==> src/rtl/i2cs_pkg.sv <==
package i2cs_pkg;

  localparam int BYTE_W = 8;
  localparam int CNT_W  = 4;

  typedef enum logic [2:0] {
    ST_IDLE,
    ST_RX,
    ST_RACK,
    ST_TX,
    ST_MACK,
    ST_IGNORE
  } state_t;

  typedef enum logic [1:0] {
    K_ADDR,
    K_PTR,
    K_DATA
  } kind_t;

endpackage

==> src/rtl/i2cs_line_sync.sv <==
module i2cs_line_sync #(
  parameter int STAGES = 2
) (
  input  logic clk,
  input  logic rst_n,
  input  logic scl_i,
  input  logic sda_i,
  output logic sda_s,
  output logic scl_rise,
  output logic scl_fall,
  output logic start_det,
  output logic stop_det
);

  logic [STAGES-1:0] scl_pipe_q, scl_pipe_d;
  logic [STAGES-1:0] sda_pipe_q, sda_pipe_d;
  logic              scl_last_q, sda_last_q;
  logic              scl_s;

  always_comb begin
    scl_pipe_d = {scl_pipe_q[STAGES-2:0], scl_i};
    sda_pipe_d = {sda_pipe_q[STAGES-2:0], sda_i};
  end

  always_ff @(posedge clk or negedge rst_n) begin
    if (!rst_n) begin
      scl_pipe_q <= '1;
      sda_pipe_q <= '1;
      scl_last_q <= 1'b1;
      sda_last_q <= 1'b1;
    end else begin
      scl_pipe_q <= scl_pipe_d;
      sda_pipe_q <= sda_pipe_d;
      scl_last_q <= scl_s;
      sda_last_q <= sda_s;
    end
  end

  assign scl_s     = scl_pipe_q[STAGES-1];
  assign sda_s     = sda_pipe_q[STAGES-1];
  assign scl_rise  = scl_s & ~scl_last_q;
  assign scl_fall  = ~scl_s & scl_last_q;
  assign start_det = scl_s & scl_last_q & sda_last_q & ~sda_s;
  assign stop_det  = scl_s & scl_last_q & ~sda_last_q & sda_s;

endmodule

==> src/rtl/i2cs_addr_match.sv <==
module i2cs_addr_match #(
  parameter int DEV_BASE = 'h50,
  parameter int N_USER   = 2,
  parameter int N_PRIV   = 4
) (
  input  logic [6:0] cand,
  input  logic       priv,
  output logic       hit
);

  logic [N_PRIV-1:0] slot_hit;

  for (genvar k = 0; k < N_PRIV; k++) begin : g_slot
    localparam logic [6:0] SLOT = 7'(DEV_BASE + k);
    if (k < N_USER) begin : g_user
      assign slot_hit[k] = (cand == SLOT);
    end else begin : g_priv
      assign slot_hit[k] = priv & (cand == SLOT);
    end
  end

  assign hit = |slot_hit;

endmodule

==> src/rtl/i2cs_ctrl.sv <==
module i2cs_ctrl
  import i2cs_pkg::*;
(
  input  logic              clk,
  input  logic              rst_n,
  input  logic              sda_s,
  input  logic              scl_rise,
  input  logic              scl_fall,
  input  logic              start_det,
  input  logic              stop_det,
  input  logic              addr_hit,
  output logic [6:0]        addr_cand,
  output logic              sda_oe,
  output logic [BYTE_W-1:0] reg_addr,
  output logic [BYTE_W-1:0] reg_wdata,
  output logic              reg_we,
  input  logic [BYTE_W-1:0] reg_rdata
);

  state_t             st_q, st_d;
  kind_t              kind_q, kind_d;
  logic [CNT_W-1:0]   cnt_q, cnt_d;
  logic [BYTE_W-1:0]  sh_q, sh_d;
  logic [BYTE_W-1:0]  ptr_q, ptr_d;
  logic               rw_q, rw_d;
  logic               nack_q, nack_d;
  logic               oe_q, oe_d;
  logic               we;

  always_comb begin
    st_d   = st_q;
    kind_d = kind_q;
    cnt_d  = cnt_q;
    sh_d   = sh_q;
    ptr_d  = ptr_q;
    rw_d   = rw_q;
    nack_d = nack_q;
    oe_d   = oe_q;
    we     = 1'b0;
    if (stop_det) begin
      st_d = ST_IDLE;
      oe_d = 1'b0;
    end else if (start_det) begin
      st_d   = ST_RX;
      kind_d = K_ADDR;
      cnt_d  = '0;
      oe_d   = 1'b0;
    end else begin
      case (st_q)
        ST_RX: begin
          if (scl_rise) begin
            sh_d  = {sh_q[BYTE_W-2:0], sda_s};
            cnt_d = cnt_q + CNT_W'(1);
          end else if (scl_fall && cnt_q == CNT_W'(BYTE_W)) begin
            case (kind_q)
              K_ADDR: begin
                if (addr_hit) begin
                  rw_d = sh_q[0];
                  oe_d = 1'b1;
                  st_d = ST_RACK;
                end else begin
                  st_d = ST_IGNORE;
                end
              end
              K_PTR: begin
                ptr_d = sh_q;
                oe_d  = 1'b1;
                st_d  = ST_RACK;
              end
              default: begin
                we    = 1'b1;
                ptr_d = ptr_q + 8'd1;
                oe_d  = 1'b1;
                st_d  = ST_RACK;
              end
            endcase
          end
        end
        ST_RACK: begin
          if (scl_fall) begin
            cnt_d = '0;
            if (kind_q == K_ADDR && rw_q) begin
              sh_d  = reg_rdata;
              ptr_d = ptr_q + 8'd1;
              oe_d  = ~reg_rdata[BYTE_W-1];
              st_d  = ST_TX;
            end else begin
              oe_d   = 1'b0;
              st_d   = ST_RX;
              kind_d = (kind_q == K_ADDR) ? K_PTR : K_DATA;
            end
          end
        end
        ST_TX: begin
          if (scl_fall) begin
            if (cnt_q == CNT_W'(BYTE_W - 1)) begin
              oe_d = 1'b0;
              st_d = ST_MACK;
            end else begin
              sh_d  = {sh_q[BYTE_W-2:0], 1'b0};
              oe_d  = ~sh_q[BYTE_W-2];
              cnt_d = cnt_q + CNT_W'(1);
            end
          end
        end
        ST_MACK: begin
          if (scl_rise) begin
            nack_d = sda_s;
          end else if (scl_fall) begin
            if (!nack_q) begin
              sh_d  = reg_rdata;
              ptr_d = ptr_q + 8'd1;
              oe_d  = ~reg_rdata[BYTE_W-1];
              cnt_d = '0;
              st_d  = ST_TX;
            end else begin
              st_d = ST_IGNORE;
            end
          end
        end
        default: ;
      endcase
    end
  end

  always_ff @(posedge clk or negedge rst_n) begin
    if (!rst_n) begin
      st_q   <= ST_IDLE;
      kind_q <= K_ADDR;
      cnt_q  <= '0;
      sh_q   <= '0;
      ptr_q  <= '0;
      rw_q   <= 1'b0;
      nack_q <= 1'b0;
      oe_q   <= 1'b0;
    end else begin
      st_q   <= st_d;
      kind_q <= kind_d;
      cnt_q  <= cnt_d;
      sh_q   <= sh_d;
      ptr_q  <= ptr_d;
      rw_q   <= rw_d;
      nack_q <= nack_d;
      oe_q   <= oe_d;
    end
  end

  assign addr_cand = sh_q[BYTE_W-1:1];
  assign sda_oe    = oe_q;
  assign reg_addr  = ptr_q;
  assign reg_wdata = sh_q;
  assign reg_we    = we;

endmodule

==> src/rtl/i2c_multi_slave.sv <==
module i2c_multi_slave #(
  parameter int DEV_BASE    = 'h50,
  parameter int N_USER      = 2,
  parameter int N_PRIV      = 4,
  parameter int SYNC_STAGES = 2
) (
  input  logic       clk,
  input  logic       rst_n,
  input  logic       scl_i,
  input  logic       sda_i,
  input  logic       priv_mode_i,
  output logic       sda_oe,
  output logic [7:0] reg_addr,
  output logic [7:0] reg_wdata,
  output logic       reg_we,
  input  logic [7:0] reg_rdata
);

  logic [1:0] rst_pipe_q;
  logic       rst_core_n;
  logic       sda_s, scl_rise, scl_fall, start_det, stop_det;
  logic       addr_hit;
  logic [6:0] addr_cand;

  always_ff @(posedge clk or negedge rst_n) begin
    if (!rst_n) rst_pipe_q <= '0;
    else        rst_pipe_q <= {rst_pipe_q[0], 1'b1};
  end
  assign rst_core_n = rst_pipe_q[1];

  i2cs_line_sync #(.STAGES(SYNC_STAGES)) u_sync (
    .clk(clk), .rst_n(rst_core_n), .scl_i(scl_i), .sda_i(sda_i),
    .sda_s(sda_s), .scl_rise(scl_rise), .scl_fall(scl_fall),
    .start_det(start_det), .stop_det(stop_det)
  );

  i2cs_addr_match #(.DEV_BASE(DEV_BASE), .N_USER(N_USER), .N_PRIV(N_PRIV)) u_match (
    .cand(addr_cand), .priv(priv_mode_i), .hit(addr_hit)
  );

  i2cs_ctrl u_ctrl (
    .clk(clk), .rst_n(rst_core_n), .sda_s(sda_s),
    .scl_rise(scl_rise), .scl_fall(scl_fall),
    .start_det(start_det), .stop_det(stop_det),
    .addr_hit(addr_hit), .addr_cand(addr_cand), .sda_oe(sda_oe),
    .reg_addr(reg_addr), .reg_wdata(reg_wdata), .reg_we(reg_we),
    .reg_rdata(reg_rdata)
  );

endmodule

==> config.mk <==
export PLATFORM = sky130hd
export DESIGN_NAME = i2c_multi_slave
export DESIGN_NICKNAME = d
export VERILOG_FILES = /design/src/rtl/i2cs_pkg.sv /design/src/rtl/i2cs_line_sync.sv /design/src/rtl/i2cs_addr_match.sv /design/src/rtl/i2cs_ctrl.sv /design/src/rtl/i2c_multi_slave.sv
export SDC_FILE = /design/constraint.sdc
export NUM_CORES = 1
export LEC_CHECK = 0
export CAP_MARGIN = 20
export CORE_MARGIN = 1
export CORE_UTILIZATION = 50
export CTS_CLUSTER_DIAMETER = 30
export DETAILED_ROUTE_END_ITERATION = 6
export GPL_TIMING_DRIVEN = 0
export PLACE_DENSITY = 0.75
export SETUP_SLACK_MARGIN = 0.4
export SLEW_MARGIN = 5
export SYNTH_ARGS = -nofsm -noshare
export SYNTH_HDL_FRONTEND = slang
export SYNTH_SLANG_ARGS = --single-unit
==> constraint.sdc <==
create_clock -name clk -period 2.15 [get_ports clk]
set_input_delay 0.215 -clock clk [delete_from_list [all_inputs] [get_ports clk]]
set_output_delay 0.215 -clock clk [all_outputs]
set_load 0.1 [all_outputs]
==> results of run 1 <==
==> worst min path at each step <==
stage	to	startpoint	slack, ns	cells past startpoint
floorplan	rst_pipe_q[0]	rst_n	-0.08	0
global placement	rst_pipe_q[1]	rst_pipe_q[0]	0.34	0
detailed placement	rst_pipe_q[1]	rst_pipe_q[0]	0.34	0
CTS	rst_pipe_q[0]	rst_n	0.07	1
global route	rst_pipe_q[0]	rst_n	0.07	1
finish	rst_pipe_q[0]	rst_n	0.07	1
==> power breakdown <==
part / internal (mW) / total [mW] / leakage, nW / switching [mW]
sequential: 0.915 / 1.22 / 0.402 / 0.301
clock: 0.343 / 0.603 / 0.0541 / 0.260
combinational: 1.13 / 3.14 / 0.867 / 2.01
total: 2.39 / 4.96 / 1.32 / 2.57
==> repair_timing <==
action / in CTS / in global routing
pin swaps: 17 / 12
gates resized for setup: 101 / 37
gates cloned: 2 / 1
endpoints found under the setup margin: 43 / 32
buffers inserted: 17 / 11
==> cell usage in the layout (no fill, tap or decap), types with 3 or more instances in the layout <==
cell             instances
nand4_1                  3
or2_2                    3
nor3b_4                  3
ha_1                     3
buf_6                   11
nand2b_1                 6
clkbuf_2                 6
dfrtp_2                 11
clkdlybuf4s50_1         12
nor2_1                   6
a21oi_2                  8
clkdlybuf4s15_2         11
nand3_1                  8
and3_1                   3
clkbuf_8                 5
nor2_2                   4
buf_4                   21
o22ai_1                  3
mux2_4                   4
a21oi_4                  4
dfrtp_1                 17
nand2_2                  3
a31oi_1                  5
nand2_1                 29
inv_1                    6
dfstp_2                  6
a41oi_1                  5
o21ai_0                  8
o21ai_1                  4
a21oi_1                  4
==> per-layer routing <==
metal,vias up,GRT usage [%],share of wire [%]
met4,0,10.4,2.5
met2,99,45.4,47
met1,1032,38.4,43
met3,20,7.02,6.9
li1,952,-,-
met5,-,0,0
==> cell type report <==
type / instances / area (um2)
plain buffers: 8 / 85.1
clock buffers: 5 / 68.8
clock inverters: 3 / 42.5
fillers: 224 / 781
inverters: 7 / 26.3
multi-input cells: 171 / 1420
flip-flops and latches: 36 / 930
well taps: 50 / 62.6
repair buffers: 61 / 588
==> Yosys cell counts (5+ instances only) <==
cell type   n  area share, %
dfrtp_1    30             36
mux2_1      5            2.7
inv_1       7            1.3
nor3b_1     5            1.8
buf_2       5            1.2
o21ai_0     8            1.9
a21oi_1    16            3.9
a31oi_1     5            1.5
a41oi_1     7            3.0
nor2_1     11            2.0
nand3_1     8            1.9
nand2_1    33            6.0
dfstp_2     6            7.6
o21ai_1     7            1.7
nand2b_1    6            1.8
==> sequential cells by signal, indices dropped and copies added, names as in the netlist <==
signal             flops
u_sync.sda_last_q      1
u_ctrl.reg_addr        8
rst_pipe_q             2
u_ctrl.st_q            3
u_sync.scl_pipe_q      2
u_sync.scl_last_q      1
u_sync.sda_pipe_q      2
u_ctrl.kind_q          2
u_ctrl.rw_q            1
u_ctrl.sda_oe          1
u_ctrl.cnt_q           4
u_ctrl.reg_wdata       8
u_ctrl.nack_q          1
==> cells by family after synthesis <==
family                     Yosys count
and+or+nand+nor                     91
AOI/OAI and AO/OA                   65
DFF                                 36
buffers and inverters               15
muxes                                8
adders and majority gates            3
xor gates and xnor gates             3
other                                1
==> stage by stage <==
| stage | instances | setup TNS, ns | cell area [um2] |
|---|---|---|---|
| 3_3_place_gp | 302 | -0.510 | 2520 |
| 6_report | 341 | 0 | 3220 |
| 3_5_place_dp | 302 | -0.509 | 2520 |
| 4_1_cts | 329 | 0 | 3000 |
| 5_1_grt | 341 | 0 | 3220 |
| 2_1_floorplan | 222 | 0 | 2150 |
==> critical path, delay by kind of cell, from the launching register on <==
family | cells | cell delay (ns)
AO/OA/AOI/OAI | 1 | 0.47
multiplexers | 1 | 0.37
flip-flops | 1 | 0.52
AND/OR/NAND/NOR | 2 | 0.55
==> results.py, run 1 <==
metrics = {
    "sta": {
        "worst_pin_slew_ns": 0.945,
        "max_slew_margin_pct": 37.3,
        "finalCritPeriodShare_pct": 93.7,
        "hold_violations": 0,
        "fin_crit_ns": 2.01,
        "rsz0062_at_grt": "yes",
        "setup_ws_ns": 0.136,
        "timing.fmax_ghz": 0.496,
        "slew_violations": 0,
        "hold_ws_ns": 0.0709,
        "setup_viol": 0,
        "fin_worst_skew_ns": 0.0109,
    },
    "route": {
        "routed_wl_um": 6590,
        "drtIter0Drc": 217,
        "drcViolationCount": 0,
        "post_drt_wl_per_cell_um": 19.3,
        "vias_per_cell": 6.17,
        "ant_nets": 0,
        "drtPass1Iterations": 4,
        "vias": 2103,
    },
    "logic_synthesis": {
        "yosysUniqueCellTypes": 53,
        "yosys_warnings": 0,
        "synth_compound_area_share_pct": 21.7,
        "synth_xor_area_share_pct": 1.26,
        "synth.ff_latch_count": 36,
        "synth_edf_count": 0,
        "synthCells": 222,
        "avgSynthCellArea_um2": 9.36,
        "netlist_area_mm2": 0.00208,
        "ys_async_sr_fraction_pct": 100,
        "synth_top_family_by_area": "simple AND/OR/NAND/NOR gates",
        "synth-simple-area-share_pct": 23.8,
        "syn_nets": 238,
        "synth_ff_type": "dfrtp_1",
        "synth_fa_ha_area_share_pct": 1.81,
        "ys_seq_area_share_pct": 43.7,
        "synthMuxAreaShare_pct": 4.21,
    },
    "finish": {
        "layout-drive-gt1-share_pct": 48.8,
        "area_growth_pct": 54.9,
        "nets": 306,
        "final_core_util_pct": 80.5,
        "diodes": 0,
    },
    "worst_setup_path": {
        "r2r-start": "u_ctrl.reg_wdata[6]",
        "r2r_setup_slack_ns": 0.14,
        "setup.worst_path.end": "u_ctrl.rw_q",
        "worstRegToRegCells": 4,
        "path_cells": "nor4b_1 > nand3_1 > a2111oi_1 > mux2_1",
        "cp-end-kind": "register",
        "cp.arrival_ns": 2.19,
        "critical_path.startpoint_type": "register",
        "critPathKind": "register to register",
        "required_ns": 2.32,
        "max_stage_delay_ns": 0.52,
        "crit_path_max_fanout": 6,
        "cp_slowest_cell": "dfrtp_4",
        "r2r-end": "u_ctrl.rw_q",
        "startpoint": "u_ctrl.reg_wdata[6]",
    },
    "floorplan": {
        "initial_core_util_pct": 52.0,
        "core.rowCount": 23,
        "fp.dieW_um": 66.5,
        "die-area_mm2": 0.00442,
        "io_pins": 31,
        "core-area_mm2": 0.00400,
        "die_h_um": 66.5,
    },
    "clocking": {
        "ctsHoldBuffers": 0,
        "numCtsBuffers": 5,
        "cts_tree": "built",
        "clock-sinks": 36,
        "clock_latency_ns": 0.30,
        "htree_levels": 2,
        "cts.path.max_buffers": 2,
        "root_buffer": "clkbuf_8",
        "path_clk_slew_ns": 0.08,
    },
    "place": {
        "portBuffers": 30,
        "gp_congestion": 0.912,
        "post-dp-hpwl_um": 3510,
        "place_ws_ns": -0.492,
    },
    "grt": {
        "grt_pass1_vias": 1885,
        "grt_pass1_wl_um": 9340,
        "antenna_found_initial": 0,
        "overflow": 0,
        "grt_start_max_net_pins": 35,
        "groute.usage.overall_pct": 28.8,
    },
    "hold_path": {
        "min-delay-path-class": "primary input to asynchronous set/reset pin",
    },
    "run": {
        "maxCapViolations": 0,
    },
    "power": {
        "power.density_mw_per_mm2": 1540,
        "p_total_mw": 4.96,
        "p_leak_nw": 1.32,
        "vdd_drop_max_uv": 983,
    },
    "run_status": {
        "status": "finished, final reports clean",
    },
}
Note: power is estimated with default switching activity, not from simulation.
==> inputs of run 2 (changes only) <==
--- a/config.mk
+++ b/config.mk
@@ -12,6 +12,7 @@
 export DETAILED_ROUTE_END_ITERATION = 6
 export GPL_TIMING_DRIVEN = 0
 export PLACE_DENSITY = 0.75
+export REMOVE_ABC_BUFFERS = 1
 export SETUP_SLACK_MARGIN = 0.4
 export SLEW_MARGIN = 5
 export SYNTH_ARGS = -nofsm -noshare
==> results.py, run 2 (same netlist as run 1, synthesis figures left out) <==
metrics = {
    "sta": {
        "timing.fmax_ghz": 0.480,
        "setup_viol": 0,
        "fin_worst_skew_ns": 0.0111,
        "setup_ws_ns": 0.0683,
        "hold_violations": 0,
        "slew_violations": 0,
        "rsz0062_at_grt": "yes",
        "setup_tns_ns": 0,
        "worst_pin_slew_ns": 0.958,
        "fin_crit_ns": 2.08,
        "finalCritPeriodShare_pct": 96.8,
        "max_slew_margin_pct": 36.4,
        "hold_ws_ns": 0.0909,
    },
    "grt": {
        "groute.usage.overall_pct": 29.8,
        "grt_pass1_wl_um": 9790,
        "grt_pass1_vias": 1985,
        "antenna_found_initial": 0,
        "grt_util_met2_pct": 49.1,
        "grt-busiest-layer": "met2",
        "grt_start_max_net_pins": 35,
        "use_met1_pct": 39.5,
        "grt_use_met3_pct": 6.16,
        "overflow": 0,
    },
    "route": {
        "drtIter0Drc": 221,
        "vias": 2191,
        "drcViolationCount": 0,
        "ant_nets": 0,
        "drtPass1Iterations": 4,
        "routed_wl_um": 6960,
        "vias_per_cell": 6.50,
        "post_drt_wl_per_cell_um": 20.6,
    },
    "place": {
        "gp_congestion": 0.895,
        "post-dp-hpwl_um": 3410,
        "place_ws_ns": -0.716,
        "portBuffers": 30,
    },
    "run": {
        "maxCapViolations": 0,
    },
    "worst_setup_path": {
        "critPathKind": "register to register",
        "cp-end-kind": "register",
        "r2r-start": "u_sync.scl_pipe_q[1]",
        "setup.worst_path.end": "u_ctrl.reg_wdata[0]",
        "required_ns": 2.32,
        "crit_path_max_fanout": 4,
        "r2r_setup_slack_ns": 0.07,
        "worstRegToRegCells": 7,
        "cp.arrival_ns": 2.26,
        "r2r-end": "u_ctrl.reg_wdata[0]",
        "startpoint": "u_sync.scl_pipe_q[1]",
        "critical_path.startpoint_type": "register",
    },
    "finish": {
        "nets": 302,
        "layout-drive-gt1-share_pct": 43.9,
        "fill_cells": 223,
        "area_growth_pct": 53.6,
        "diodes": 0,
        "layout_common_cells": "nand2_1, buf_4, dfrtp_1",
        "final_common_cell": "nand2_1",
    },
    "clocking": {
        "clock-sinks": 36,
        "path_clk_slew_ns": 0.07,
        "clock_latency_ns": 0.29,
        "cts.path.max_buffers": 2,
        "root_buffer": "clkbuf_8",
        "ctsHoldBuffers": 0,
        "cts_tree": "built",
        "htree_levels": 2,
        "numCtsBuffers": 5,
    },
    "power": {
        "power.density_mw_per_mm2": 1530,
        "vdd_drop_max_uv": 804,
        "p_total_mw": 4.88,
        "p_leak_nw": 1.30,
    },
    "floorplan": {
        "core.rowCount": 23,
        "core-area_mm2": 0.00400,
        "die-area_mm2": 0.00442,
        "die_h_um": 66.5,
        "initial_core_util_pct": 52.0,
        "fp.dieW_um": 66.5,
        "io_pins": 31,
    },
    "run_status": {
        "status": "finished, final reports clean",
    },
    "hold_path": {
        "min-delay-path-class": "primary input to asynchronous set/reset pin",
    },
}
==> run 2: cell types whose count changed in the layout (fill, tap and decap cells not counted), sizes merged <==
cell and change:
buf -4, clkinvlp -1, dlygate4sd2 +1
==> run 2: stage by stage <==
step / instances / cell area [um2] / utilization [%]
after floorplan: 214 / 2030 / -
after global placement: 294 / 2400 / 59.9
after detailed placement: 294 / 2400 / 60.0
after CTS: 325 / 2960 / 74.1
after global routing: 337 / 3190 / 79.8
final: 337 / 3190 / 79.8
==> run 2: cell type report <==
class                   count  area, um2  area share, %
clock buffers               6       72.6           2.27
clock inverters             2       35.0           1.10
inverters                   7       26.3          0.823
multi-input cells         171       1440           45.0
flip-flops and latches     36        915           28.6
well taps                  50       62.6           1.96
repair buffers             65        646           20.2
==> run 2: per-layer routing <==
layer	wire length, um	vias to the layer above
met5	0	-
met2	3420	132
met1	2930	1090
met3	495	17
met4	114	0
li1	-	952
==> run 2: how the worst min path moves through the flow <==
stage                          from              endpoint  slack (ns)  cells after the start
3_5_place_dp   u_sync.scl_pipe_q[0]  u_sync.scl_pipe_q[1]        0.35                      0
2_1_floorplan                 rst_n         rst_pipe_q[0]       -0.08                      0
3_3_place_gp          rst_pipe_q[0]         rst_pipe_q[1]        0.33                      0
6_report                      rst_n         rst_pipe_q[1]        0.09                      1
5_1_grt                       rst_n         rst_pipe_q[0]         0.1                      1
4_1_cts                       rst_n         rst_pipe_q[0]         0.1                      1
==> run 2: worst max-delay path: stages, from the launching register on <==
cell and delay [ns]:
dfstp_2 0.56, and2b_2 0.25, buf_6 0.12, buf_12 0.12, o32ai_4 0.37, nor2_4 0.14
nand2_2 0.10, mux2_4 0.30
==> run 2: power by group <==
part,switching [mW],internal [mW],total (mW)
logic,2.04,1.06,3.10
clock network,0.245,0.344,0.589
registers,0.294,0.895,1.19
==> run 2: repair_timing <==
action | CTS | global route
setup buffers | 22 | 12
gates cloned | 1 | 0
gates resized for setup | 100 | 34
endpoints found under the setup margin | 43 | 30
pin swaps | 18 | 9
==> inputs of run 3 (changes only) <==
--- a/config.mk
+++ b/config.mk
@@ -9,6 +9,7 @@
 export CORE_MARGIN = 1
 export CORE_UTILIZATION = 50
 export CTS_CLUSTER_DIAMETER = 30
+export CTS_CLUSTER_SIZE = 10
 export DETAILED_ROUTE_END_ITERATION = 6
 export GPL_TIMING_DRIVEN = 0
 export PLACE_DENSITY = 0.75
==> results of run 3 <==
Same layout as run 2: the final DEF is identical, and so are final timing and power.
